===== config.mk =====
export PLATFORM = sky130hd
export DESIGN_NAME = fetchq_consumer
export DESIGN_NICKNAME = d
export VERILOG_FILES = /design/src/rtl/fq_pkg.sv /design/src/rtl/fq_slot_walker.sv /design/src/rtl/fq_host_cursor.sv /design/src/rtl/fq_land_window.sv /design/src/rtl/fq_read_track.sv /design/src/rtl/fetchq_consumer.sv
export SDC_FILE = /design/constraint.sdc
export NUM_CORES = 1
export LEC_CHECK = 0
export ABC_AREA = 1
export BUFFER_PORTS_ARGS = -buffer_cell sky130_fd_sc_hd__buf_2
export CAP_MARGIN = 20
export CORE_MARGIN = 2
export CORE_UTILIZATION = 51
export DETAILED_ROUTE_END_ITERATION = 8
export GPL_TIMING_DRIVEN = 0
export PLACE_DENSITY = 0.77
export SLEW_MARGIN = 10
export SYNTH_ARGS = -nofsm -noshare
export SYNTH_HDL_FRONTEND = slang
export SYNTH_SLANG_ARGS = --single-unit

===== constraint.sdc =====
create_clock -name clk -period 4.1 [get_ports clk]
set_input_delay 0.205 -clock clk [delete_from_list [all_inputs] [get_ports clk]]
set_output_delay 0.205 -clock clk [all_outputs]
set_load 0.005 [all_outputs]

===== src/rtl/fq_pkg.sv =====
package fq_pkg;

    localparam int SLOT_W     = 16;
    localparam int SIZE_W     = 15;
    localparam int UNIT_SHIFT = 4;
    localparam int LEN_W      = SIZE_W + UNIT_SHIFT;

    typedef struct packed {
        logic              hold;
        logic [SIZE_W-1:0] units;
    } slot_t;

    typedef enum logic [2:0] {
        ACT_IDLE,
        ACT_DRAIN,
        ACT_WAIT,
        ACT_ABSORB,
        ACT_LAUNCH,
        ACT_SKIP
    } act_t;

    function automatic logic [LEN_W-1:0] slot_bytes(slot_t s);
        return {s.units, {UNIT_SHIFT{1'b0}}};
    endfunction

    function automatic logic fits(logic [31:0] start, logic [31:0] len, logic [31:0] limit);
        return (start + len) <= limit;
    endfunction

    function automatic act_t pick_action(logic has_data, logic pending, logic seen, slot_t s);
        if (has_data)
            return ACT_DRAIN;
        else if (pending)
            return seen ? ACT_ABSORB : ACT_WAIT;
        else if (s.units != '0)
            return ACT_LAUNCH;
        else if (s.hold)
            return ACT_SKIP;
        else
            return ACT_IDLE;
    endfunction

endpackage


===== src/rtl/fq_slot_walker.sv =====
module fq_slot_walker #(
    parameter  int NUM_SLOTS = 1534,
    localparam int IDX_W     = (NUM_SLOTS > 1) ? $clog2(NUM_SLOTS) : 1
) (
    input  logic             clk,
    input  logic             rst,
    input  logic             take,
    output logic [IDX_W-1:0] idx,
    output logic [IDX_W-1:0] idx_next
);

    localparam logic [IDX_W-1:0] LAST = IDX_W'(NUM_SLOTS - 1);

    always_comb begin
        if (idx == LAST)
            idx_next = '0;
        else
            idx_next = idx + 1'b1;
    end

    always_ff @(posedge clk) begin
        if (rst)
            idx <= '0;
        else if (take)
            idx <= idx_next;
    end

endmodule


===== src/rtl/fq_host_cursor.sv =====
module fq_host_cursor
    import fq_pkg::*;
#(
    parameter  int ISSUE_BYTES = 64 * 1024 * 1024,
    localparam int HOFF_W      = $clog2(ISSUE_BYTES + 1)
) (
    input  logic              clk,
    input  logic              rst,
    input  logic              advance,
    input  logic [LEN_W-1:0]  len,
    output logic [HOFF_W-1:0] src,
    output logic [HOFF_W-1:0] off
);

    logic room;

    always_comb begin
        room = fits(32'(off), 32'(len), 32'(ISSUE_BYTES));
        src  = room ? off : '0;
    end

    always_ff @(posedge clk) begin
        if (rst)
            off <= '0;
        else if (advance)
            off <= src + HOFF_W'(len);
    end

endmodule


===== src/rtl/fq_land_window.sv =====
module fq_land_window
    import fq_pkg::*;
#(
    parameter  int RING_BYTES = 256 * 1024,
    localparam int RING_W     = $clog2(RING_BYTES + 1)
) (
    input  logic              clk,
    input  logic              rst,
    input  logic              launch,
    input  logic [LEN_W-1:0]  launch_len,
    input  logic              absorb,
    input  logic [LEN_W-1:0]  absorb_len,
    input  logic              consume,
    input  logic [LEN_W-1:0]  consume_len,
    output logic [RING_W-1:0] cmd_ptr,
    output logic [RING_W-1:0] fence,
    output logic [RING_W-1:0] land_dst,
    output logic              has_data
);

    logic wrap_land;

    always_comb begin
        wrap_land = !fits(32'(fence), 32'(launch_len), 32'(RING_BYTES));
        land_dst  = wrap_land ? '0 : fence;
        has_data  = (cmd_ptr != fence);
    end

    always_ff @(posedge clk) begin
        if (rst) begin
            cmd_ptr <= '0;
            fence   <= '0;
        end else if (launch && wrap_land) begin
            cmd_ptr <= '0;
            fence   <= '0;
        end else if (absorb) begin
            fence <= fence + RING_W'(absorb_len);
        end else if (consume && has_data) begin
            cmd_ptr <= cmd_ptr + RING_W'(consume_len);
        end
    end

endmodule


===== src/rtl/fq_read_track.sv =====
module fq_read_track
    import fq_pkg::*;
#(
    parameter int HOFF_W = 27,
    parameter int RING_W = 19
) (
    input  logic              clk,
    input  logic              rst,
    input  logic              launch,
    input  logic [HOFF_W-1:0] launch_src,
    input  logic [RING_W-1:0] launch_dst,
    input  logic [LEN_W-1:0]  launch_len,
    input  logic              absorb,
    input  logic              req_ready,
    input  logic              done,
    output logic              req_valid,
    output logic [HOFF_W-1:0] req_src,
    output logic [RING_W-1:0] req_dst,
    output logic [LEN_W-1:0]  req_len,
    output logic              pending,
    output logic              seen,
    output logic              accepted
);

    assign accepted = req_valid && req_ready;

    always_ff @(posedge clk) begin
        if (rst) begin
            req_valid <= 1'b0;
            req_src   <= '0;
            req_dst   <= '0;
            req_len   <= '0;
            pending   <= 1'b0;
            seen      <= 1'b0;
        end else begin
            if (launch) begin
                req_valid <= 1'b1;
                req_src   <= launch_src;
                req_dst   <= launch_dst;
                req_len   <= launch_len;
                pending   <= 1'b1;
            end else if (accepted) begin
                req_valid <= 1'b0;
            end

            if (absorb) begin
                pending <= 1'b0;
                seen    <= 1'b0;
            end else if (done && pending && !req_valid) begin
                seen <= 1'b1;
            end
        end
    end

endmodule


===== src/rtl/fetchq_consumer.sv =====
module fetchq_consumer
    import fq_pkg::*;
#(
    parameter  int NUM_SLOTS   = 1534,
    parameter  int ISSUE_BYTES = 64 * 1024 * 1024,
    parameter  int RING_BYTES  = 256 * 1024,
    localparam int IDX_W       = (NUM_SLOTS > 1) ? $clog2(NUM_SLOTS) : 1,
    localparam int HOFF_W      = $clog2(ISSUE_BYTES + 1),
    localparam int RING_W      = $clog2(RING_BYTES + 1)
) (
    input  logic              clk,
    input  logic              rst,
    output logic [IDX_W-1:0]  slot_idx,
    input  logic [SLOT_W-1:0] slot_data,
    output logic              slot_clr,
    output logic              rd_req_valid,
    input  logic              rd_req_ready,
    output logic [HOFF_W-1:0] rd_req_src,
    output logic [RING_W-1:0] rd_req_dst,
    output logic [LEN_W-1:0]  rd_req_len,
    input  logic              rd_done,
    output logic              cmd_ready,
    output logic [RING_W-1:0] cmd_ptr,
    output logic [RING_W-1:0] cmd_fence,
    input  logic              consume,
    input  logic [LEN_W-1:0]  consume_len,
    output logic [IDX_W-1:0]  pub_rd_idx,
    output logic [HOFF_W-1:0] pub_host_off
);

    slot_t             slot_q;
    act_t              act;
    logic              has_data;
    logic              pending;
    logic              seen;
    logic              accepted;
    logic              launch;
    logic              skip;
    logic              absorb;
    logic              take;
    logic [LEN_W-1:0]  slot_len;
    logic [IDX_W-1:0]  idx_next;
    logic [HOFF_W-1:0] host_src;
    logic [HOFF_W-1:0] host_off;
    logic [RING_W-1:0] land_dst;

    always_comb begin
        slot_q   = slot_t'(slot_data);
        slot_len = slot_bytes(slot_q);
        act      = pick_action(has_data, pending, seen, slot_q);
        launch   = (act == ACT_LAUNCH);
        skip     = (act == ACT_SKIP);
        absorb   = (act == ACT_ABSORB);
        take     = launch || skip;
    end

    assign slot_clr  = take;
    assign cmd_ready = has_data;

    fq_slot_walker #(.NUM_SLOTS(NUM_SLOTS)) u_walk (
        .clk      (clk),
        .rst      (rst),
        .take     (take),
        .idx      (slot_idx),
        .idx_next (idx_next)
    );

    fq_host_cursor #(.ISSUE_BYTES(ISSUE_BYTES)) u_host (
        .clk     (clk),
        .rst     (rst),
        .advance (launch),
        .len     (slot_len),
        .src     (host_src),
        .off     (host_off)
    );

    fq_land_window #(.RING_BYTES(RING_BYTES)) u_win (
        .clk         (clk),
        .rst         (rst),
        .launch      (launch),
        .launch_len  (slot_len),
        .absorb      (absorb),
        .absorb_len  (rd_req_len),
        .consume     (consume),
        .consume_len (consume_len),
        .cmd_ptr     (cmd_ptr),
        .fence       (cmd_fence),
        .land_dst    (land_dst),
        .has_data    (has_data)
    );

    fq_read_track #(.HOFF_W(HOFF_W), .RING_W(RING_W)) u_rd (
        .clk        (clk),
        .rst        (rst),
        .launch     (launch),
        .launch_src (host_src),
        .launch_dst (land_dst),
        .launch_len (slot_len),
        .absorb     (absorb),
        .req_ready  (rd_req_ready),
        .done       (rd_done),
        .req_valid  (rd_req_valid),
        .req_src    (rd_req_src),
        .req_dst    (rd_req_dst),
        .req_len    (rd_req_len),
        .pending    (pending),
        .seen       (seen),
        .accepted   (accepted)
    );

    always_ff @(posedge clk) begin
        if (rst) begin
            pub_rd_idx   <= '0;
            pub_host_off <= '0;
        end else if (accepted) begin
            pub_rd_idx   <= slot_idx;
            pub_host_off <= host_off;
        end else if (skip) begin
            pub_rd_idx <= idx_next;
        end
    end

endmodule


======== Word level (Yosys, flattened, before mapping) ========
Cells that the tools add are included.
word-level totals
  flip-flop bits (word level) ............. 178
  bits in latches ......................... 0
  memory bits (writable) .................. 0
  bits in read-only memories .............. 0
  bits of input ports ..................... 40
  output and inout bits ................... 155
  logic and storage cells ................. 52
  memories kept ........................... 0
cells by class
  $add $sub $neg .......................... 6
  $mul .................................... 0
  div/mod/pow operators ................... 0
  magnitude comparators ................... 2
  eq/ne operators ......................... 5
  shift-type cells ........................ 0
  mux-type cells .......................... 12
  bitwise gates (word level) .............. 1
  reduce and logical (&&, ||, !) cells .... 14
operators with widths
  kind                                                    number
  adder 19 bit                                            2
  two-way mux 11 bit                                      3
  <= comparator 32 x 19 -> 1 bit (second input constant)  1
  <= comparator 32 x 27 -> 1 bit (second input constant)  1
  adder 27 x 19 -> 28 bit                                 1
  adder 27 x 19 -> 27 bit                                 1
  two-way mux 27 bit                                      1
  adder 19 x 19 -> 20 bit                                 1
  two-way mux 19 bit                                      1
  inequality test 19 bit                                  1
  nonzero test 15 bit                                     1
  two-way mux 3 bit                                       4
  adder 11 x 1 -> 11 bit (second input constant)          1
  == test 11 bit (second input constant)                  1
  == test 3 bit (second input constant)                   2
  logical AND 1 bit                                       5
  nonzero test 2 bit                                      2
  OR reduction 2 bit                                      2
  == test 3 x 2 -> 1 bit (second input constant)          1
  two-way mux 1 bit                                       3
  zero test 1 bit                                         2
  AND reduction 2 bit                                     1
  logical OR 1 bit                                        1
  inverter 1 bit                                          1

======== Longest topological paths before layout ========
Gate-level depths: netlist (run 1).
  word-level depth ........................ 7
  mapped depth ............................ 34

======== Hierarchy ========
A second synthesis (run 1) with hierarchy kept.
second synthesis, totals
  cells, all modules ...................... 2231
  area total of the unflattened synthesis .. 13947.1 um2
by module, submodules not included
  module           times used  cells each  area an instance (um2)  seq. area each (um2)
  fq_land_window   1           822         5036.1                  760.7
  fq_host_cursor   1           749         4075.2                  540.5
  fq_read_track    1           298         2376.0                  1361.3
  fetchq_consumer  1           248         1709.1                  760.7
  fq_slot_walker   1           114         750.7                   220.2

======== Worst setup path before layout (run 1) ========
Ideal clock, no wire load.
  kind .................................... reg2reg
  start point ............................. register u_host.off[4]
  end point ............................... register u_host.off[26]
  library setup time ...................... 0.064 ns
  arrival time ............................ 4.132 ns
  slack ................................... -0.095 ns
  stages on the path, launching flop included .. 34
  buffers on the path ..................... 0
  cells stage by stage .................... dfxtp_1 ha_1 fa_1 nand3_1 nand3_2 nand2_1 nand2_1 nand2_1 nand2_1 nand2_1 nand2_1 nor2_1 nand2_1 nor2_2 nand3_2 nand2_4 inv_1 nor2_1 ha_1 inv_1 fa_1 o21ai_1 nand2_1 nand2_1 a21oi_1 o21ai_1 a21boi_0 o21ai_0 nand4_1 nand2_2 nand3_1 nand2_1 inv_1 nor2_1
between the ends
  longest elaborated chain between the ends .. 4
RTL lines
  item                            line                   source
  from (decl)                     fq_host_cursor.sv:12   output logic [HOFF_W-1:0] off
  from (signal assigned)          fq_host_cursor.sv:26   off <= src + HOFF_W'(len);
  adder 27 x 19 -> 28 bit         fq_pkg.sv:27           return (start + len) <= limit;
  <= comparator 32 x 27 -> 1 bit  fq_pkg.sv:27
  two-way mux 27 bit (*)          fq_host_cursor.sv:19   src = room ? off : '0;
  net host_src[4]                 fetchq_consumer.sv:43  logic [HOFF_W-1:0] host_src;
  adder 27 x 19 -> 27 bit (*)     fq_host_cursor.sv:26
Mark *: on every way through the listed nets, which the timed path passes. The rest lies on a longest branch.
A chain may end at the register's enable or synchronous reset.

======== Worst setup path after layout (run 1) ========
  start point ............................. register u_host.off[4]
  end point ............................... register u_host.off[8]
between the ends
  longest elaborated chain between the ends .. 4
RTL lines
  item                            line
  adder 27 x 19 -> 28 bit         fq_pkg.sv:27
  <= comparator 32 x 27 -> 1 bit  fq_pkg.sv:27
  two-way mux 27 bit              fq_host_cursor.sv:19
  net host_src[5]                 fetchq_consumer.sv:43
  adder 27 x 19 -> 27 bit         fq_host_cursor.sv:26
The timed path passes the listed nets, and every way through them passes these cells.

==> impl_metrics.ini, run 1 <==
[cells_and_area]
syn2layout_area_growth_pct = 26.2
drive_above_1_share = 0.233
layout.cells.non_filler = 2093
diodes = 0
final_area_mm2 = 0.0133
fill_cells = 1774
multiInputGateArea_mm2 = 0.00696
regArea_mm2 = 0.00318
nets = 1934

[yosys]
synth_top_area_frac = 0.301
synthCells = 1555
synth_xor_area_frac = 0.0516
synth.top_cells.by_count = 337 x nand2_1, 209 x nor2_1, 158 x dfxtp_1, 152 x inv_1, 141 x a21oi_1
synth_edf_count = 0
synth_compound_area_frac = 0.166
yosys.area.top_type = dfxtp_1
yosys.area_share.adder = 0.103
ys_types = 52
synth-async-reset-ratio = 0
yosys.cell_count.top_type = nand2_1
synth_seq_cells = 158
ys_seq_area_frac = 0.301
synth-simple-area-share = 0.278
muxShareOfSynthArea = 0.00381
netlist_top_cells_area = dfxtp_1 30%, nand2_1 12%, ha_1 9.4%
avgSynthCellArea_um2 = 6.76
synthFlopType = dfxtp_1
synth_area_mm2 = 0.0105
synth-warning-count = 0
synth_top_family_by_area = simple AND/OR/NAND/NOR gates

[outcome]
status = complete, but fails checks
violations = setup timing

[cts]
numCtsBuffers = 17
cts_tree = done
clockRootBuffer = clkbuf_16
cts_htree_levels = 4
clk_transition_reported_paths_ns = 0.07
clkLatencyLatePin_ns = 0.44
cts_sinks = 158
cts.path.max_buffers = 2

[sta]
rsz0062_at_grt = yes
max-slew-margin-rel = 0.410
maxSlewViolCount = 0
fmax_mhz = 224
tns_ns = -3.92
worst_pin_slew_ns = 0.878
finalHoldViolations = 0
clock_skew_ns = 0.0107
report.final.setup_viol = 16
period_needed_ns = 4.47
finalCritPeriodShare = 1.09
layout_setup_ws_ns = -0.367

[worst_setup_path]
cp-start-kind = flip-flop
cp-end-kind = flip-flop
worstPathRequired_ns = 4.39
crit_arrival_ns = 4.76
cp_slowest_stage_delay_ns = 0.42
cp_max_fo = 5
crit_family = simple AND/OR/NAND/NOR gates
crit_top_cell = buf_4
critPathKind = flip-flop to flip-flop
critPathBufInv = 9
cpMaxStageDelayCell = fa_2

[floorplan]
fp.dieH_um = 148
initial_utilization = 0.520
fp.dieArea_mm2 = 0.0218
pin_count = 195
fp-row-count = 52
die-width_um = 148
core_area_mm2 = 0.0202

[global_routing]
grt_max_degree = 17
grt_pass1_wl_mm = 54.4
antenna_found_initial = 0
grt_overflow = 0
grt_pass1_vias = 10700
grtUsageTotal = 0.313

[route]
via_per_inst = 5.51
num_vias = 11500
ant_nets = 0
drt_iter0_drc = 983
drc = 0
routed_wl_mm = 35.4
post_drt_wl_per_cell_um = 16.9
firstDrtPassIters = 5

[job]
cap_viol_max_count = 0

[placement]
place_congestion = 0.972
place_hpwl_mm = 25.5
placed_cells = 2018
place_area_mm2 = 0.0118
port_buffers = 174
dpl_worst_slack_ns = -1.32

[power_and_ir_drop]
irDropWorstVdd_mv = 0.287
power_mw = 4.40
powerDensity_mw_per_mm2 = 332
power_leakage_nw = 6.44

[hold_path]
hold_path.class = input pin to flip-flop
-- power breakdown --
| group | total, mW | switching, mW | internal [mW] | leakage (nW) |
|---|---|---|---|---|
| clock network | 1.60 | 0.742 | 0.862 | 0.284 |
| registers | 1.72 | 0.0978 | 1.62 | 1.28 |
| logic | 1.08 | 0.639 | 0.444 | 4.88 |
| total | 4.40 | 1.48 | 2.93 | 6.44 |
-- cell usage in the layout (no fill, tap or decap), drive strengths merged --
master	n
fa	5
clkinvlp	2
a21boi	6
ha	79
o21ai	141
nor3	17
o21a	2
or3	1
nand3b	6
a22oi	2
a211oi	8
o31ai	2
conb	20
nor4	8
nand3	64
o221ai	2
inv	165
bufinv	1
clkinv	10
dfxtp	158
nor2	217
and2	3
clkbuf	43
a21o	3
a31oi	12
buf	259
o21bai	1
xnor2	33
mux2i	4
a21oi	145
nand4	21
xor2	29
nand2	345
o211a	1
or2	8
-- timing repair --
action | 4_1_cts | 5_1_grt
pin swaps | 25 | 31
resized for setup | 71 | 59
cloned | 0 | 0
setup endpoints to repair | 18 | 20
hold buffers | 0 | 0
setup buffers | 31 | 13
-- tightest hold or removal path: stages --
cell and delay [ns]:
buf_2 0.09, inv_1 0.04, nand2_1 0.05, a21oi_1 0.05
-- final timing paths --
check / end / slack, ns / cells past startpoint / startpoint
min: u_rd.req_valid / 0.04 / 4 / rd_req_ready
max reg2reg: u_host.off[8] / -0.37 / 26 / u_host.off[4]
max: u_host.off[8] / -0.37 / 26 / u_host.off[4]
min reg2reg: u_rd.req_dst[13] / 0.46 / 2 / u_rd.req_dst[13]
-- final cells by class --
class | count | share of cell area
Buffer | 67 | 0.0302
Sequential cell | 158 | 0.239
Timing Repair Buffer | 217 | 0.0902
Tap cell | 270 | 0.0254
Clock buffer | 18 | 0.0323
Multi-Input combinational cell | 1185 | 0.524
Inverter | 164 | 0.0468
Clock inverter | 14 | 0.0116
-- sequential cells by signal (all words and copies together) (netlist names), 11 cells and up --
register       count
pub_host_off      23
u_host.off        23
u_rd.req_src      23
u_win.cmd_ptr     19
u_rd.req_dst      15
u_rd.req_len      15
u_win.fence       15
pub_rd_idx        11
u_walk.idx        11
-- cells by family (layout without fill, tap and decap cells) --
kind of cell,Yosys count,count (layout)
buffers and inverters,231,480
other,1,20
XOR/XNOR,62,62
multiplexers,4,4
AND/OR/NAND/NOR,690,690
adder cells (fa/ha/maj),84,84
flip-flops,158,158
AO/OA/AOI/OAI,325,325
-- metal layers --
layer	vias up	GRT usage	wire, um
li1	5583	-	-
met1	5282	0.381	14200
met2	551	0.529	16600
met3	118	0.0586	2870
met4	0	0.159	1790
met5	-	0	0
-- per-stage QoR --
stage,util,hold slack (ns)
finish,0.656,0.0415
global route,0.656,0.0758
CTS,0.639,0.0435
detailed placement,0.583,0.455
global placement,0.583,0.454
floorplan,-,0.340
Power figures use the tool's default switching activity.
==> run 2, diff against run 1 <==
- ABC_AREA: 1 -> default
==> impl_metrics.ini, run 2 <==
[outcome]
status = complete, but fails checks
violations = setup timing

[power_and_ir_drop]
power_leakage_nw = 5.71
powerDensity_mw_per_mm2 = 356
irDropWorstVdd_mv = 0.324
power_mw = 4.48

[route]
drt-met1-wl_mm = 14.4
drt_iter0_drc = 730
post_drt_wl_per_cell_um = 18.2
firstDrtPassIters = 5
via_per_inst = 5.80
ant_nets = 0
routed_wl_mm = 32.7
num_vias = 10400
drc = 0
dr.max_layer_used = met4
met3_length_mm = 2.23
wl_met2_mm = 15.2

[worst_setup_path]
crit_arrival_ns = 5.63
crit_family = compound AO/OA/AOI/OAI gates
crit_cells = 25
cpMaxStageDelayCell = or4_4
r2r_cells = 25
worstPathRequired_ns = 4.42
r2r-end = u_host.off[24]
cp_max_fo = 4
critPathKind = flip-flop to flip-flop
cp-start-kind = flip-flop
critPathBufInv = 2
rrSetupSlack_ns = -1.21
endpoint = u_host.off[24]
cp-end-kind = flip-flop
cp_slowest_stage_delay_ns = 0.56
timing.rr.start = u_host.off[4]
crit_start = u_host.off[4]

[cts]
clk_transition_reported_paths_ns = 0.07
cts_tree = done
cts_sinks = 158
cts_htree_levels = 4
clockRootBuffer = clkbuf_16
cts.path.max_buffers = 2
postCtsHoldBufs = 0
numCtsBuffers = 17
clkLatencyLatePin_ns = 0.44

[yosys]
avgSynthCellArea_um2 = 7.85
synth_seq_cells = 158
ys_types = 65
synth-warning-count = 0
yosys.area.top_type = dfxtp_1
ys_seq_area_frac = 0.315
synth_edf_count = 0
synth_top_area_frac = 0.315
yosys.cell_count.top_type = nand2_1
synthCells = 1279
synth.top_cells.by_count = 168 x nand2_1, 158 x dfxtp_1, 157 x a21oi_1, 120 x nor2_1, 79 x ha_1
synth_area_mm2 = 0.0100
netlist_top_cells_area = dfxtp_1 32%, ha_1 9.9%, a21oi_1 7.8%
synthFlopType = dfxtp_1
synth-async-reset-ratio = 0

[cells_and_area]
layout.cells.non_filler = 1793
diodes = 0
fill_cells = 1722
nets = 1639
syn2layout_area_growth_pct = 25.4
final_cell_mix = 177 x buf_2, 166 x nand2_1, 151 x dfxtp_1, 142 x a21oi_1, 118 x nor2_1
regArea_mm2 = 0.00318
layout_commonest_cell = buf_2
multiInputGateArea_mm2 = 0.00691
reg_top3 = pub_host_off (23), u_host.off (23), u_rd.req_src (23)
drive_above_1_share = 0.229

[floorplan]
fp-row-count = 51
pin_count = 195
core_area_mm2 = 0.0194
fp.dieArea_mm2 = 0.0208
fp.dieH_um = 144
die-width_um = 144
initial_utilization = 0.517

[sta]
hold_slack_ns = 0.0625
clock_skew_ns = 0.0147
worst_pin_slew_ns = 0.759
finalCritPeriodShare = 1.29
layout_setup_ws_ns = -1.21
finalHoldViolations = 0
max-slew-margin-rel = 0.494
fmax_mhz = 188
maxSlewViolCount = 0
period_needed_ns = 5.31
rsz0062_at_grt = yes
report.final.setup_viol = 20

[hold_path]
hold_path.class = input pin to flip-flop

[placement]
place_congestion = 0.936
place_hpwl_mm = 24.0
port_buffers = 174
placed_cells = 1737

[global_routing]
grt_max_degree = 17
antenna_found_initial = 0
grt_overflow = 0
grt_pass1_vias = 9659
grt_pass1_wl_mm = 50.8
grtUsageTotal = 0.311

[job]
cap_viol_max_count = 0
==> run 2: changes by cell type after synthesis, moves of 17 or more <==
cell	before	now
inv_1	152	33
a22o_1	0	29
nand2_1	337	168
and3_1	0	17
clkbuf_1	25	52
nor2_1	209	120
o21ai_0	128	47
nand3_1	59	30
a211oi_1	8	27
and2_1	2	20
a21o_1	3	20
==> run 2: timing repair <==
action | 4_1_cts | 5_1_grt
pin swaps | 44 | 49
setup endpoints to repair | 52 | 57
gates cloned | 0 | 0
buffers inserted | 17 | 10
resized for setup | 49 | 40
==> run 2: area by class of cell <==
| type | instances | area share |
|---|---|---|
| sequential | 158 | 0.253 |
| multi-input combinational | 1029 | 0.549 |
| clock inverter | 13 | 0.00945 |
| tap | 265 | 0.0263 |
| clock buffer | 19 | 0.0352 |
| inverter | 33 | 0.0100 |
| buffer | 77 | 0.0319 |
| timing repair buffer | 199 | 0.0854 |
==> run 2: kinds of logic (layout without fill, tap and decap cells) <==
| family | after synthesis | in the layout | share of synthesized area |
|---|---|---|---|
| AOI/OAI and AO/OA | 375 | 375 | 0.234 |
| adders and majority gates | 84 | 84 | 0.108 |
| and+or+nand+nor | 467 | 467 | 0.217 |
| DFF | 158 | 158 | 0.315 |
| buffers and inverters | 111 | 341 | 0.0502 |
| xor gates and xnor gates | 63 | 63 | 0.0550 |
| other | 1 | 20 | 0.000374 |
| muxes | 20 | 20 | 0.0199 |
==> run 2: worst min-delay path by stage <==
stage,start,to,cells past startpoint
after global routing,rd_req_ready,u_rd.req_valid,3
after detailed placement,pub_host_off[25],pub_host_off[25],2
after CTS,rd_req_ready,u_rd.req_valid,3
after floorplan,slot_data[6],u_rd.req_len[10],2
final,rd_req_ready,u_rd.req_valid,3
after global placement,u_rd.req_src[24],u_rd.req_src[24],2
==> run 2: metal layers <==
layer,vias to the layer above,GRT usage
met3,58,0.0593
met1,4922,0.412
li1,5029,-
met5,-,0
met4,0,0.107
met2,395,0.509
==> run 2: worst reg2reg max path, stage by stage (launching register included) <==
cell and delay, ns:
dfxtp_4 0.35, ha_4 0.16, fa_2 0.37, a211oi_2 0.25
o21ai_2 0.10, a21o_4 0.24, a21oi_2 0.13, mux2i_1 0.20
nand4_1 0.10, or4_4 0.56, o21ai_4 0.19, buf_8 0.14
and2_4 0.14, ha_4 0.14, inv_2 0.04, fa_2 0.33
nor2b_2 0.14, o21a_1 0.19, o21ai_2 0.08, a211oi_2 0.35
o2111ai_2 0.22, a31oi_4 0.27, nand4_1 0.14, and3b_1 0.21
o21ai_1 0.12, nand2_1 0.06
==> run 2: metrics by stage <==
stage | setup WS [ns] | TNS, ns | util | instance area [um2]
after floorplan | -0.884 | -9.41 | - | 10200
after global placement | -1.84 | -26.79 | 0.589 | 11400
after detailed placement | -1.84 | -28.24 | 0.589 | 11400
after CTS | -1.10 | -14.51 | 0.637 | 12400
after global routing | -1.45 | -20.44 | 0.649 | 12600
final | -1.21 | -15.69 | 0.649 | 12600
==> run 2: report_power, final <==
| part | leakage, nW | switching [mW] | internal, mW | total [mW] |
|---|---|---|---|---|
| clock network | 0.278 | 0.724 | 0.816 | 1.54 |
| logic | 4.15 | 0.671 | 0.522 | 1.19 |
| registers | 1.28 | 0.128 | 1.62 | 1.75 |
